`config.mk`:
```
export PLATFORM = sky130hd
export DESIGN_NAME = vp_runctl
export DESIGN_NICKNAME = d
export VERILOG_FILES = /design/src/rtl/vp_runctl.sv
export SDC_FILE = /design/constraint.sdc
export NUM_CORES = 1
export LEC_CHECK = 0
export BUFFER_PORTS_ARGS = -buffer_cell sky130_fd_sc_hd__buf_4
export CAP_MARGIN = 20
export CORE_UTILIZATION = 40
export CTS_BUF_LIST = sky130_fd_sc_hd__clkbuf_8
export CTS_CLUSTER_DIAMETER = 60
export CTS_CLUSTER_SIZE = 20
export DETAILED_ROUTE_END_ITERATION = 7
export GPL_ROUTABILITY_DRIVEN = 0
export PLACE_DENSITY = 0.74
export SYNTH_ARGS = -nofsm -noshare
export SYNTH_HDL_FRONTEND = slang
export SYNTH_SLANG_ARGS = --single-unit
```
`constraint.sdc`:
```
create_clock -name clk -period 2.1 [get_ports clk]
set_clock_uncertainty 0.05 [all_clocks]
set_input_delay 0.42 -clock clk [delete_from_list [all_inputs] [get_ports clk]]
set_output_delay 0.42 -clock clk [all_outputs]
set_load 0.02 [all_outputs]
```
`src/rtl/vp_runctl.sv`:
```
module vp_runctl #(
  parameter int NUM_VP = 4,
  parameter int DW = 32,
  localparam int IW = (NUM_VP > 1) ? $clog2(NUM_VP) : 1
) (
  input  logic              clk,
  input  logic              rst_n,
  input  logic              vp_feature,
  input  logic [NUM_VP-1:0] dvp_req,
  input  logic [NUM_VP-1:0] evp_req,
  input  logic [NUM_VP-1:0] halted,
  input  logic [NUM_VP-1:0] wake_irq,
  input  logic [IW-1:0]     rd_vp,
  input  logic              rd_sel,
  output logic [DW-1:0]     rd_data,
  output logic [NUM_VP-1:0] rsp_valid,
  output logic [DW-1:0]     rsp_data,
  output logic [NUM_VP-1:0] active,
  output logic [NUM_VP-1:0] has_work
);

  logic [NUM_VP-1:0] dis, pend, pend_evp, kick;
  logic [NUM_VP-1:0] cand, is_evp, sel_mask;
  logic [IW-1:0]     srv_idx;
  logic              srv_any, srv_evp;

  assign cand    = pend | dvp_req | evp_req;
  assign is_evp  = (pend & pend_evp) | (~pend & evp_req & ~dvp_req);
  assign srv_any = |cand;
  assign srv_evp = is_evp[srv_idx];
  assign sel_mask = NUM_VP'(1) << srv_idx;

  always_comb begin
    srv_idx = '0;
    for (int i = NUM_VP - 1; i >= 0; i--)
      if (cand[i]) srv_idx = IW'(i);
  end

  for (genvar g = 0; g < NUM_VP; g++) begin : g_act
    assign active[g] = dis[g] | ~|(dis & ~(NUM_VP'(1) << g));
  end

  assign has_work = active & (wake_irq | kick);

  assign rd_data = !vp_feature ? '0 :
                   rd_sel      ? DW'(rd_vp) : DW'(dis[rd_vp]);

  always_ff @(posedge clk or negedge rst_n) begin
    if (!rst_n) begin
      dis       <= '0;
      pend      <= '0;
      pend_evp  <= '0;
      kick      <= '0;
      rsp_valid <= '0;
      rsp_data  <= '0;
    end else begin
      rsp_valid <= '0;
      pend      <= cand;
      pend_evp  <= is_evp;
      kick      <= kick & halted;
      if (srv_any) begin
        pend[srv_idx]      <= 1'b0;
        rsp_valid[srv_idx] <= 1'b1;
        rsp_data           <= vp_feature ? DW'(dis[srv_idx]) : '0;
        if (vp_feature && !srv_evp && !dis[srv_idx]) begin
          dis[srv_idx] <= 1'b1;
          kick         <= kick & halted & sel_mask;
        end
        if (vp_feature && srv_evp && dis[srv_idx]) begin
          dis[srv_idx] <= 1'b0;
          kick         <= (kick & halted) | (~sel_mask & ~(halted & active));
        end
      end
    end
  end

  a_r2_someone_runs: assert property (@(posedge clk) disable iff (!rst_n)
    $countones(active) != 0);

  a_r3_requester_runs: assert property (@(posedge clk) disable iff (!rst_n)
    srv_any && vp_feature && !srv_evp |=> active[$past(srv_idx)]);

  a_r4_release_returns_set: assert property (@(posedge clk) disable iff (!rst_n)
    srv_any && vp_feature && srv_evp && dis[srv_idx] |=> rsp_data == DW'(1));

  a_r8_no_effect: assert property (@(posedge clk) disable iff (!rst_n)
    srv_any && !vp_feature |=> $stable(dis) && rsp_data == '0);

  a_r9_one_response: assert property (@(posedge clk) disable iff (!rst_n)
    $onehot0(rsp_valid));

  a_r9_pulse_follows_request: assert property (@(posedge clk) disable iff (!rst_n)
    srv_any |=> rsp_valid != '0);

endmodule

```
Word level (Yosys, flattened, before mapping) --
Index checks and enable logic that the tools add are counted.
Storage, ports and cells: flip-flop bits (word level) 52, output and inout port bits 76, logic and storage cells 74
Cells by class: $lt $le $gt $ge 3, shift operators 1, mux-type cells 23, bitwise operators 25, reductions and logical operators 16
Operator list (number):
- bitwise AND 4 bit | 10
- 2-to-1 mux 4 bit | 8
- bitwise OR 4 bit | 6
- inverter 4 bit | 5
- 2-to-1 mux 2 bit | 6
- OR reduction 3 bit | 4
- binary-select mux 1 bit (select 2 bit) | 3
- zero test 1 bit | 6
- less-than comparator 2 x 3 -> 1 bit (second input constant) | 2
- logical AND 1 bit | 5
- 2-to-1 mux 1 bit | 5
- bitwise OR 1 bit | 4
- OR reduction 4 bit | 1
- left shift 1 x 2 -> 4 bit (first input constant) | 1
- demux 1 bit (select 2 bit) | 1
- greater-or-equal comparator 2 x 1 -> 1 bit (second input constant) | 1

Logic depth before layout (Yosys ltp) --
Gate-level depths: netlist of the first run.
depth in word-level cells 15, depth in mapped cells 6, depth with buffers taken out 6

Worst setup path before layout of the first run --
No wires, ideal clock.
path kind register to output, from reg dis[0], to out has_work[1], arrival time 1.620 ns, slack 0.010 ns, stages on the path, launching flop included 4, buffers on the path 0, cell sequence dfrtp_1 -> or2_2 -> o21ai_0 -> o21a_1
On the way: word-level cells in the longest chain between the ends 4
RTL lines:
- from (decl) | line 22 | logic [NUM_VP-1:0] dis, pend, pend_evp, kick;
- from (signal assigned) | line 50 | dis <= '0;
- from (signal, indexed assignment) | line 66 | dis[srv_idx] <= 1'b1;
- from (signal, indexed assignment) | line 70 | dis[srv_idx] <= 1'b0;
- OR reduction 3 bit | line 40 | assign active[g] = dis[g] | ~|(dis & ~(NUM_VP'(1) << g));
- zero test 1 bit | line 40
- bitwise OR 1 bit | line 40
- named net active[1] | line 18 | output logic [NUM_VP-1:0] active,
- bitwise AND 4 bit | line 43 | assign has_work = active & (wake_irq | kick);
- to (decl) | line 19 | output logic [NUM_VP-1:0] has_work
The timed path passes the listed nets, and every way through them passes these cells.

Worst setup path after layout of the first run --
from reg dis[1], to out has_work[0]
On the way: word-level cells in the longest chain between the ends 4
RTL lines (line):
- OR reduction 3 bit | 40
- zero test 1 bit | 40
- bitwise OR 1 bit | 40
- bitwise AND 4 bit | 43
Every way passes these cells.

==> results of run 1 <==
-- registers in the layout, indices dropped and copies added (netlist names) --
name / cells
kick: 4
rsp_data: 1
pend_evp: 4
pend: 4
rsp_valid: 4
dis: 4
-- worst register-to-register path, stage by stage, from the launching register on --
cell      delay (ns)
dfrtp_1         0.44
or3_4           0.46
a211oi_1        0.28
o21a_2          0.19
nor2_1          0.11
a32o_1          0.28
-- logic make-up (layout without fill, tap and decap cells) --
family                 after synthesis  count (layout)  synth area share
buffers and inverters               68              56             0.291
and+or+nand+nor                     48              48             0.189
AOI/OAI and AO/OA                   42              42             0.197
DFF                                 21              21             0.315
other                                1              62           0.00225
muxes                                1               1           0.00601
-- area by class of cell --
cell class | count | area, µm²
fillers | 390 | 2110
multi-input cells | 153 | 886
flip-flops and latches | 21 | 526
repair buffers | 45 | 340
well taps | 50 | 62.6
clock buffers | 3 | 41.3
inverters | 7 | 26.3
clock inverters | 1 | 3.75
-- report_power, final --
part           total [mW]  internal [mW]  switching [mW]
Clock               0.263          0.131           0.132
Combinational       0.357          0.119           0.238
Sequential          0.444          0.429          0.0154
-- cells in the mapped netlist (2+ instances only) --
cell	instances
buf_4	61
dfrtp_1	21
nand2_1	15
nor2_1	9
inv_1	6
a21oi_1	5
nand4_1	5
o21a_1	5
o21ai_0	5
nor3_4	4
a22oi_1	3
a31oi_1	3
a32oi_1	3
o21ai_1	3
nand3_1	2
nor3_1	2
nor3_2	2
o21a_2	2
o21bai_1	2
or2_2	2
or3_4	2
-- through the flow --
| stage | std cells | setup WS, ns | power (mW) | utilization | area (µm²) |
|---|---|---|---|---|---|
| floorplan | 242 | 0.00995 | 0.767 | - | 1900 |
| global placement | 275 | 0.138 | 0.802 | 0.458 | 1830 |
| detailed placement | 275 | 0.101 | 0.806 | 0.458 | 1830 |
| CTS | 280 | 0.0457 | 1.07 | 0.471 | 1890 |
| global route | 280 | 0.00592 | 1.13 | 0.471 | 1890 |
| finish | 280 | 0.0791 | 1.06 | 0.471 | 1890 |
-- cell usage in the layout (no fill, tap or decap), drive strengths merged, types with 2 or more instances in the layout --
cell type	n
conb	62
buf	44
dfrtp	21
nand2	15
nor2	10
inv	8
o21ai	8
nor3	8
o21a	7
a21oi	5
nand4	5
a31oi	4
a22oi	3
a32oi	3
clkbuf	3
or2	2
o21bai	2
or3	2
nand3	2
or3b	2
-- final timing paths --
kind / endpoint / start
max reg2reg: dis[2]$_DFFE_PN0N_ / pend[2]$_DFF_PN0_
max in group asynchronous: pend_evp[3]$_DFF_PN0_ / rst_n
min: kick[0]$_DFF_PN0_ / halted[0]
min in group asynchronous: kick[0]$_DFF_PN0_ / rst_n
min reg2reg: pend_evp[3]$_DFF_PN0_ / pend_evp[3]$_DFF_PN0_
max: has_work[0] / dis[1]$_DFFE_PN0N_
-- routing by layer --
layer  vias up  global-route usage
met5         -                   0
met4         0              0.0931
met3         4              0.0325
met2        64               0.251
met1       605               0.192
li1        618                   -
-- repair_timing --
item / in CTS / in global routing
endpoints found under the hold margin: 21 / 0
hold buffers: 1 / 0
setup endpoints to repair: 1 / 1
resized for setup: 1 / 1
==> flow_summary.json, run 1 <==
{
  "status": "finished, final reports clean",
  "synth_area_leader_cell": "dfrtp_1",
  "die_h_um": 66.6,
  "syn_inst": 181,
  "critPathBufInv": 1,
  "clk_transition_reported_paths_ns": 0.08,
  "syn_area_mm2": 0.00167,
  "crit_type": "register to primary output",
  "grt_start_max_net_pins": 22,
  "post_cts_buffers": 0,
  "dr.pass1.iters": 4,
  "vias_per_cell": 4.61,
  "post-route-period-util": 0.962,
  "dieWidth_um": 66.6,
  "tns_ns": 0,
  "drive_gt1_frac": 0.291,
  "wl_met1_um": 1230,
  "yosysUniqueCellTypes": 40,
  "grt_pass1_vias": 1133,
  "vias": 1291,
  "top_layer": "met4",
  "slew_viol_final": 0,
  "finalWorstPathRequiredPeriod_ns": 2.02,
  "drtIter0Drc": 46,
  "yosysSeqAreaShare": 0.315,
  "nets": 253,
  "critPathTopFamily": "flip-flops",
  "rrSetupSlack_ns": 0.20,
  "remaining_drc_errors": 0,
  "cts_root_buf": "clkbuf_8",
  "cp.required_ns": 1.63,
  "yosysWarningCount": 0,
  "slowest_stage": "dfrtp_1",
  "hold_path_class": "input pin to register",
  "antenna_cells": 0,
  "avgSynthCellArea_um2": 9.21,
  "synth_top_flop_cell": "dfrtp_1",
  "start_util": 0.417,
  "p_per_area_mw_per_mm2": 564,
  "synth_area_leaders": "dfrtp_1 32%, buf_4 27%, nor3_4 3.9%",
  "cts_buffer_depth": 2,
  "cts_sinks": 21,
  "final-setup-viol-count": 0,
  "hold_path_depth": 3,
  "synth_top_area_frac": 0.315,
  "dr_wl_met3_um": 238,
  "dieArea_mm2": 0.00443,
  "wirelength_um": 3100,
  "h-tree-depth": 1,
  "endpoint_kind": "primary output",
  "slowest_delay_ns": 0.42,
  "max-vdd-ir-drop_v": 0.000215,
  "rsz0062_at_grt": "no",
  "p_leak_nw": 0.918,
  "whs_ns": 0.374,
  "grt_antenna_before_repair": 0,
  "clock_latency_ns": 0.26,
  "worstRegToRegCells": 5,
  "synth-edff-count": 0,
  "ys_seq_elements": 21,
  "io_pins": 98,
  "place_hpwl_um": 2510,
  "path_max_fanout": 5,
  "drv_cap": 0,
  "hold_viol": 0,
  "critical_path.cell_chain": "or2_2 -> o21bai_1 -> o21a_1 -> buf_4",
  "cts_made_buffers": 3,
  "syn2layout_area_growth_pct": 13.1,
  "grt_pass1_wl_um": 5080,
  "cp-start-kind": "register",
  "wl_met2_um": 1570,
  "core-area_mm2": 0.00400,
  "wl_per_cell_um": 11.1,
  "critPathArrivalTime_ns": 1.55,
  "rows": 23,
  "drtAntennaViolNets": 0,
  "grtUsageTotal": 0.157,
  "port_buffers": 36,
  "cp.depth": 4,
  "max_freq_ghz": 0.495,
  "cts_tree": "done",
  "ys_async_sr_fraction": 1.00,
  "overflow": 0
}
No activity file was read; power rests on OpenSTA's default activity.
==> inputs of run 2 (changes only) <==
--- a/config.mk
+++ b/config.mk
@@ -9,2 +9,3 @@
 export CAP_MARGIN = 20
+export CORE_MARGIN = 1.5
 export CORE_UTILIZATION = 40
==> constraint.sdc (replaced) <==
create_clock -name clk -period 2.1 [get_ports clk]
set_clock_uncertainty 0.05 [all_clocks]
set_input_delay 0 -clock clk [delete_from_list [all_inputs] [get_ports clk]]
set_output_delay 0 -clock clk [all_outputs]
set_load 0.02 [all_outputs]
==> run 2 against run 1 <==
Compared with the run above:
- final area is 2.8% higher
- die area up 3.0%
- critical path depth stayed put
- worst setup slack gained 0.013 ns
- clock power decreased by 2%
- flip-flop and latch count stayed put
- largest power group unchanged
- core utilization rose by 1.3 points
- sequential power increased by 2%
- combinational power is 2% lower
- via count is 0.62% lower
- first-iteration DRC count grew 22%
- register-to-register slack lost 0.11 ns
==> flow_summary.json, run 2 (synthesized netlist as in run 1, its figures left out) <==
{
  "status": "finished, final reports clean",
  "clock_power_share": 0.244,
  "clk_transition_reported_paths_ns": 0.07,
  "overflow": 0,
  "grtUsageTotal": 0.142,
  "finalWorstPathRequiredPeriod_ns": 2.01,
  "dieArea_mm2": 0.00456,
  "drtIter0Drc": 56,
  "h-tree-depth": 1,
  "hold_viol": 0,
  "remaining_drc_errors": 0,
  "p_sw_frac": 0.359,
  "vias": 1283,
  "power_frac_comb": 0.330,
  "p_sw_uw": 381,
  "seq_power_share": 0.426,
  "stdcell_count": 284,
  "placed_cells": 270,
  "cts_tree": "done",
  "cp-start-kind": "register",
  "vias_per_cell": 4.52,
  "drtAntennaViolNets": 0,
  "dr.pass1.iters": 4,
  "cts_root_buf": "clkbuf_8",
  "endpoint_kind": "register",
  "antenna_cells": 0,
  "io_pins": 98,
  "cp.required_ns": 2.19,
  "dr_wl_met3_um": 255,
  "drive_gt1_frac": 0.265,
  "dieWidth_um": 67.6,
  "final_common_cell": "conb_1",
  "post-route-period-util": 0.956,
  "slew_viol_final": 0,
  "grt_pass1_vias": 1110,
  "path_max_fanout": 4,
  "syn2layout_area_growth_pct": 16.3,
  "max_freq_ghz": 0.498,
  "wl_met1_um": 1320,
  "port_buffers": 36,
  "drv_cap": 0,
  "rsz0062_at_grt": "no",
  "top_layer": "met4",
  "fillerInstances": 388,
  "place_hpwl_um": 2430,
  "cts_sinks": 21,
  "p_leak_nw": 0.932,
  "final-setup-viol-count": 0,
  "p_int_uw": 678,
  "critPathArrivalTime_ns": 2.10,
  "cts_resized": 0,
  "nets": 257,
  "die_h_um": 67.6,
  "wl_per_cell_um": 10.8,
  "p_per_area_mw_per_mm2": 547,
  "start_util": 0.417,
  "cts_made_buffers": 3,
  "hold_path_class": "input pin to register",
  "layout_common_cells": "62 x conb_1, 39 x buf_4, 21 x dfrtp_1",
  "tns_ns": 0,
  "grt_start_max_net_pins": 22,
  "total_power_mw": 1.06,
  "wirelength_um": 3070,
  "grt_antenna_before_repair": 0,
  "clock_latency_ns": 0.26,
  "rows": 23,
  "wl_met2_um": 1480,
  "crit_type": "register to register",
  "cts_buffer_depth": 2,
  "grt_pass1_wl_um": 5000,
  "core-area_mm2": 0.00400,
  "max-vdd-ir-drop_v": 0.000220
}
## run 2: changes by cell type in the layout (fill, tap and decap cells not counted), sizes merged
cell         previous run  this run
buf                    44        39
dlygate4sd3             1        10
## run 2: cell type report
cell class	instances	area, µm²	share of cell area
Clock buffer	3	41.3	0.0213
Clock inverter	1	3.75	0.00194
Inverter	7	26.3	0.0136
Multi-Input combinational cell	153	886	0.457
Sequential cell	21	526	0.271
Tap cell	50	62.6	0.0323
Timing Repair Buffer	49	393	0.203
## run 2: worst paths after layout
kind / startpoint / endpoint / slack [ns] / depth (start not counted)
max in group asynchronous: rst_n / pend[3]$_DFF_PN0_ / 1.68 / 2
hold reg to reg: pend_evp[3]$_DFF_PN0_ / pend_evp[3]$_DFF_PN0_ / 0.43 / 2
setup / recovery: pend[0]$_DFF_PN0_ / pend[1]$_DFF_PN0_ / 0.09 / 4
min in group asynchronous: rst_n / rsp_data[0]$_DFFE_PN0N_ / 0.10 / 2
setup reg to reg: pend[0]$_DFF_PN0_ / pend[1]$_DFF_PN0_ / 0.09 / 4
hold / removal: vp_feature / dis[2]$_DFFE_PN0N_ / 0.006 / 2
## run 2: per-layer routing
metal | GRT usage | vias to the layer above
met5 | 0 | -
met4 | 0.0332 | 0
met3 | 0.0333 | 2
met2 | 0.234 | 66
met1 | 0.187 | 588
li1 | - | 627
## run 2: timing repair
| item | CTS | global route |
|---|---|---|
| hold buffers | 10 | 0 |
| hold endpoints to repair | 28 | 0 |
| buffers inserted | 0 | 0 |
## run 2: critical path, cell delays in order, from the launching register on
cell	delay, ns
dfrtp_1	0.42
nor3_4	0.25
dlygate4sd3_1	0.58
nor2_1	0.04
dlygate4sd3_1	0.56
## run 2: power groups by stage
stage                     clock, mW  sequential, mW  combinational (mW)
after global placement            0           0.458               0.335
final                         0.258           0.451               0.350
after floorplan                   0           0.456               0.311
after detailed placement          0           0.458               0.337
after CTS                     0.262           0.451               0.350
after global routing          0.275           0.454               0.384
## run 2: stage by stage
step / util / hold slack (ns) / cell area (µm²) / setup WS, ns
final: 0.485 / 0.00649 / 1940 / 0.0924
after global routing: 0.485 / 0.00730 / 1940 / 0.0355
after CTS: 0.485 / 0.00387 / 1940 / 0.0804
after detailed placement: 0.448 / -0.153 / 1790 / 0.227
after global placement: 0.448 / -0.153 / 1790 / 0.258
after floorplan: - / -0.346 / 1900 / 0.221
==> inputs of run 3 (changes only) <==
- clock period: 2.1 -> 2.2 ns (I/O delays scaled with it)
==> run 3 against run 2 <==
Compared with the run above:
- the flow now finishes with violations (hold timing)
- register-to-register slack improved by 0.19 ns
- global-route usage is 0.075 points lower
- total power down 4.6%
- worst setup slack gained 0.19 ns
- count of clock-buffer cells in the layout unchanged
- maximum frequency increased by 4.5%
- final cell count decreased by 2.5%
- sequential share of layout area up 0.90 points
- routed wire length increased by 2.8%
- clock power decreased by 4%
- sequential power decreased by 4.7%
- largest cell class unchanged
- highest routed layer unchanged
==> flow_summary.json, run 3 (synthesized netlist as in run 1, its figures left out) <==
{
  "dieArea_mm2": 0.00456,
  "final-setup-viol-count": 0,
  "fillerInstances": 405,
  "core-area_mm2": 0.00400,
  "finalWorstPathRequiredPeriod_ns": 1.92,
  "place_ws_ns": 0.297,
  "cp-start-kind": "register",
  "clock_power_share": 0.244,
  "seq_power_share": 0.426,
  "power_frac_comb": 0.330,
  "p_leak_nw": 0.896,
  "setup_ws_ns": 0.279,
  "cts_resized": 0,
  "grt_pass1_wl_um": 4990,
  "rsz0062_at_grt": "no",
  "grt_antenna_before_repair": 0,
  "design_area_mm2": 0.00188,
  "status": "finished, violations left",
  "nets": 250,
  "hold_path_class": "input pin to register",
  "whs_ns": -0.0128,
  "remaining_drc_errors": 0,
  "clock_latency_ns": 0.26,
  "p_sw_frac": 0.363,
  "start_util": 0.417,
  "dieWidth_um": 67.6,
  "post_cts_buffers": 0,
  "hold_path_depth": 3,
  "tightest_slew_ns": 0.498,
  "place_hpwl_um": 2510,
  "die_h_um": 67.6,
  "vias": 1296,
  "drtAntennaViolNets": 0,
  "critPathArrivalTime_ns": 2.02,
  "drive_gt1_frac": 0.260,
  "vias_per_cell": 4.68,
  "syn2layout_area_growth_pct": 12.5,
  "post-route-period-util": 0.873,
  "tns_ns": 0,
  "p_int_uw": 643,
  "path_max_fanout": 7,
  "io_pins": 98,
  "h-tree-depth": 1,
  "total_power_mw": 1.01,
  "crit_type": "register to register",
  "post-route-util": 0.469,
  "p_per_area_mw_per_mm2": 539,
  "final_common_cell": "conb_1",
  "rows": 23,
  "grt_pass1_vias": 1094,
  "place_area_mm2": 0.00177,
  "cts_made_buffers": 3,
  "placed_cells": 267,
  "slew_viol_final": 0,
  "port_buffers": 36,
  "p_sw_uw": 367,
  "worstRegToRegCells": 5,
  "layout_common_cells": "62 x conb_1, 36 x buf_4, 21 x dfrtp_1",
  "max-vdd-ir-drop_v": 0.000209,
  "drv_cap": 0,
  "hold_viol": 1,
  "overflow": 0,
  "max_freq_ghz": 0.521,
  "cts_sinks": 21,
  "clk_transition_reported_paths_ns": 0.08,
  "wirelength_um": 3160,
  "cts_buffer_depth": 2,
  "drtIter0Drc": 132,
  "grtUsageTotal": 0.141,
  "dr.pass1.iters": 4,
  "stdcell_count": 277,
  "antenna_cells": 0,
  "grt_start_max_net_pins": 22,
  "violations": "hold timing",
  "max-slew-margin-rel": 0.664,
  "endpoint_kind": "register",
  "wl_per_cell_um": 11.4,
  "cts_tree": "done",
  "cts_root_buf": "clkbuf_8",
  "cp.required_ns": 2.30
}
[run 3: power by group through the flow]
stage	clock [mW]	sequential, mW	combinational, mW
floorplan	0	0.435	0.297
global route	0.272	0.433	0.364
global placement	0	0.437	0.319
detailed placement	0	0.438	0.322
CTS	0.249	0.430	0.331
finish	0.247	0.430	0.333
[run 3: cell type report]
class                           count  area (µm²)  share of cell area
Clock buffer                        3        41.3              0.0220
Clock inverter                      1        3.75             0.00200
Inverter                            7        26.3              0.0140
Multi-Input combinational cell    153         886               0.472
Sequential cell                    21         526               0.280
Tap cell                           50        62.6              0.0334
Timing Repair Buffer               42         330               0.176
[run 3: critical path: stages, from the launching register on]
cell     delay [ns]
dfrtp_1        0.42
nor3_4         0.36
nand2_1        0.17
o21ai_1        0.34
nor2_1         0.18
a32o_1         0.29
[run 3: layer usage]
| layer | GRT usage | part of all wire | vias to the layer above |
|---|---|---|---|
| met5 | 0 | 0 | - |
| met4 | 0.0306 | 0.0076 | 0 |
| met3 | 0.0250 | 0.077 | 5 |
| met2 | 0.237 | 0.50 | 66 |
| met1 | 0.189 | 0.42 | 616 |
| li1 | - | - | 609 |
[run 3: path summary, 6_finish.rpt]
kind,slack [ns],end,start
worst max-delay path,0.28,dis[2]$_DFFE_PN0N_,pend[0]$_DFF_PN0_
worst min-delay path,-0.01,pend[1]$_DFF_PN0_,evp_req[1]
worst max register to register,0.28,dis[2]$_DFFE_PN0N_,pend[0]$_DFF_PN0_
worst min register to register,0.43,pend_evp[3]$_DFF_PN0_,pend_evp[3]$_DFF_PN0_
max in group asynchronous,1.78,dis[0]$_DFFE_PN0N_,rst_n
min in group asynchronous,0.11,kick[0]$_DFF_PN0_,rst_n
[run 3: repair_timing]
| item | 4_1_cts | 5_1_grt |
|---|---|---|
| setup endpoints to repair | 0 | 0 |
| hold buffers | 5 | 1 |
| endpoints found under the hold margin | 25 | 1 |
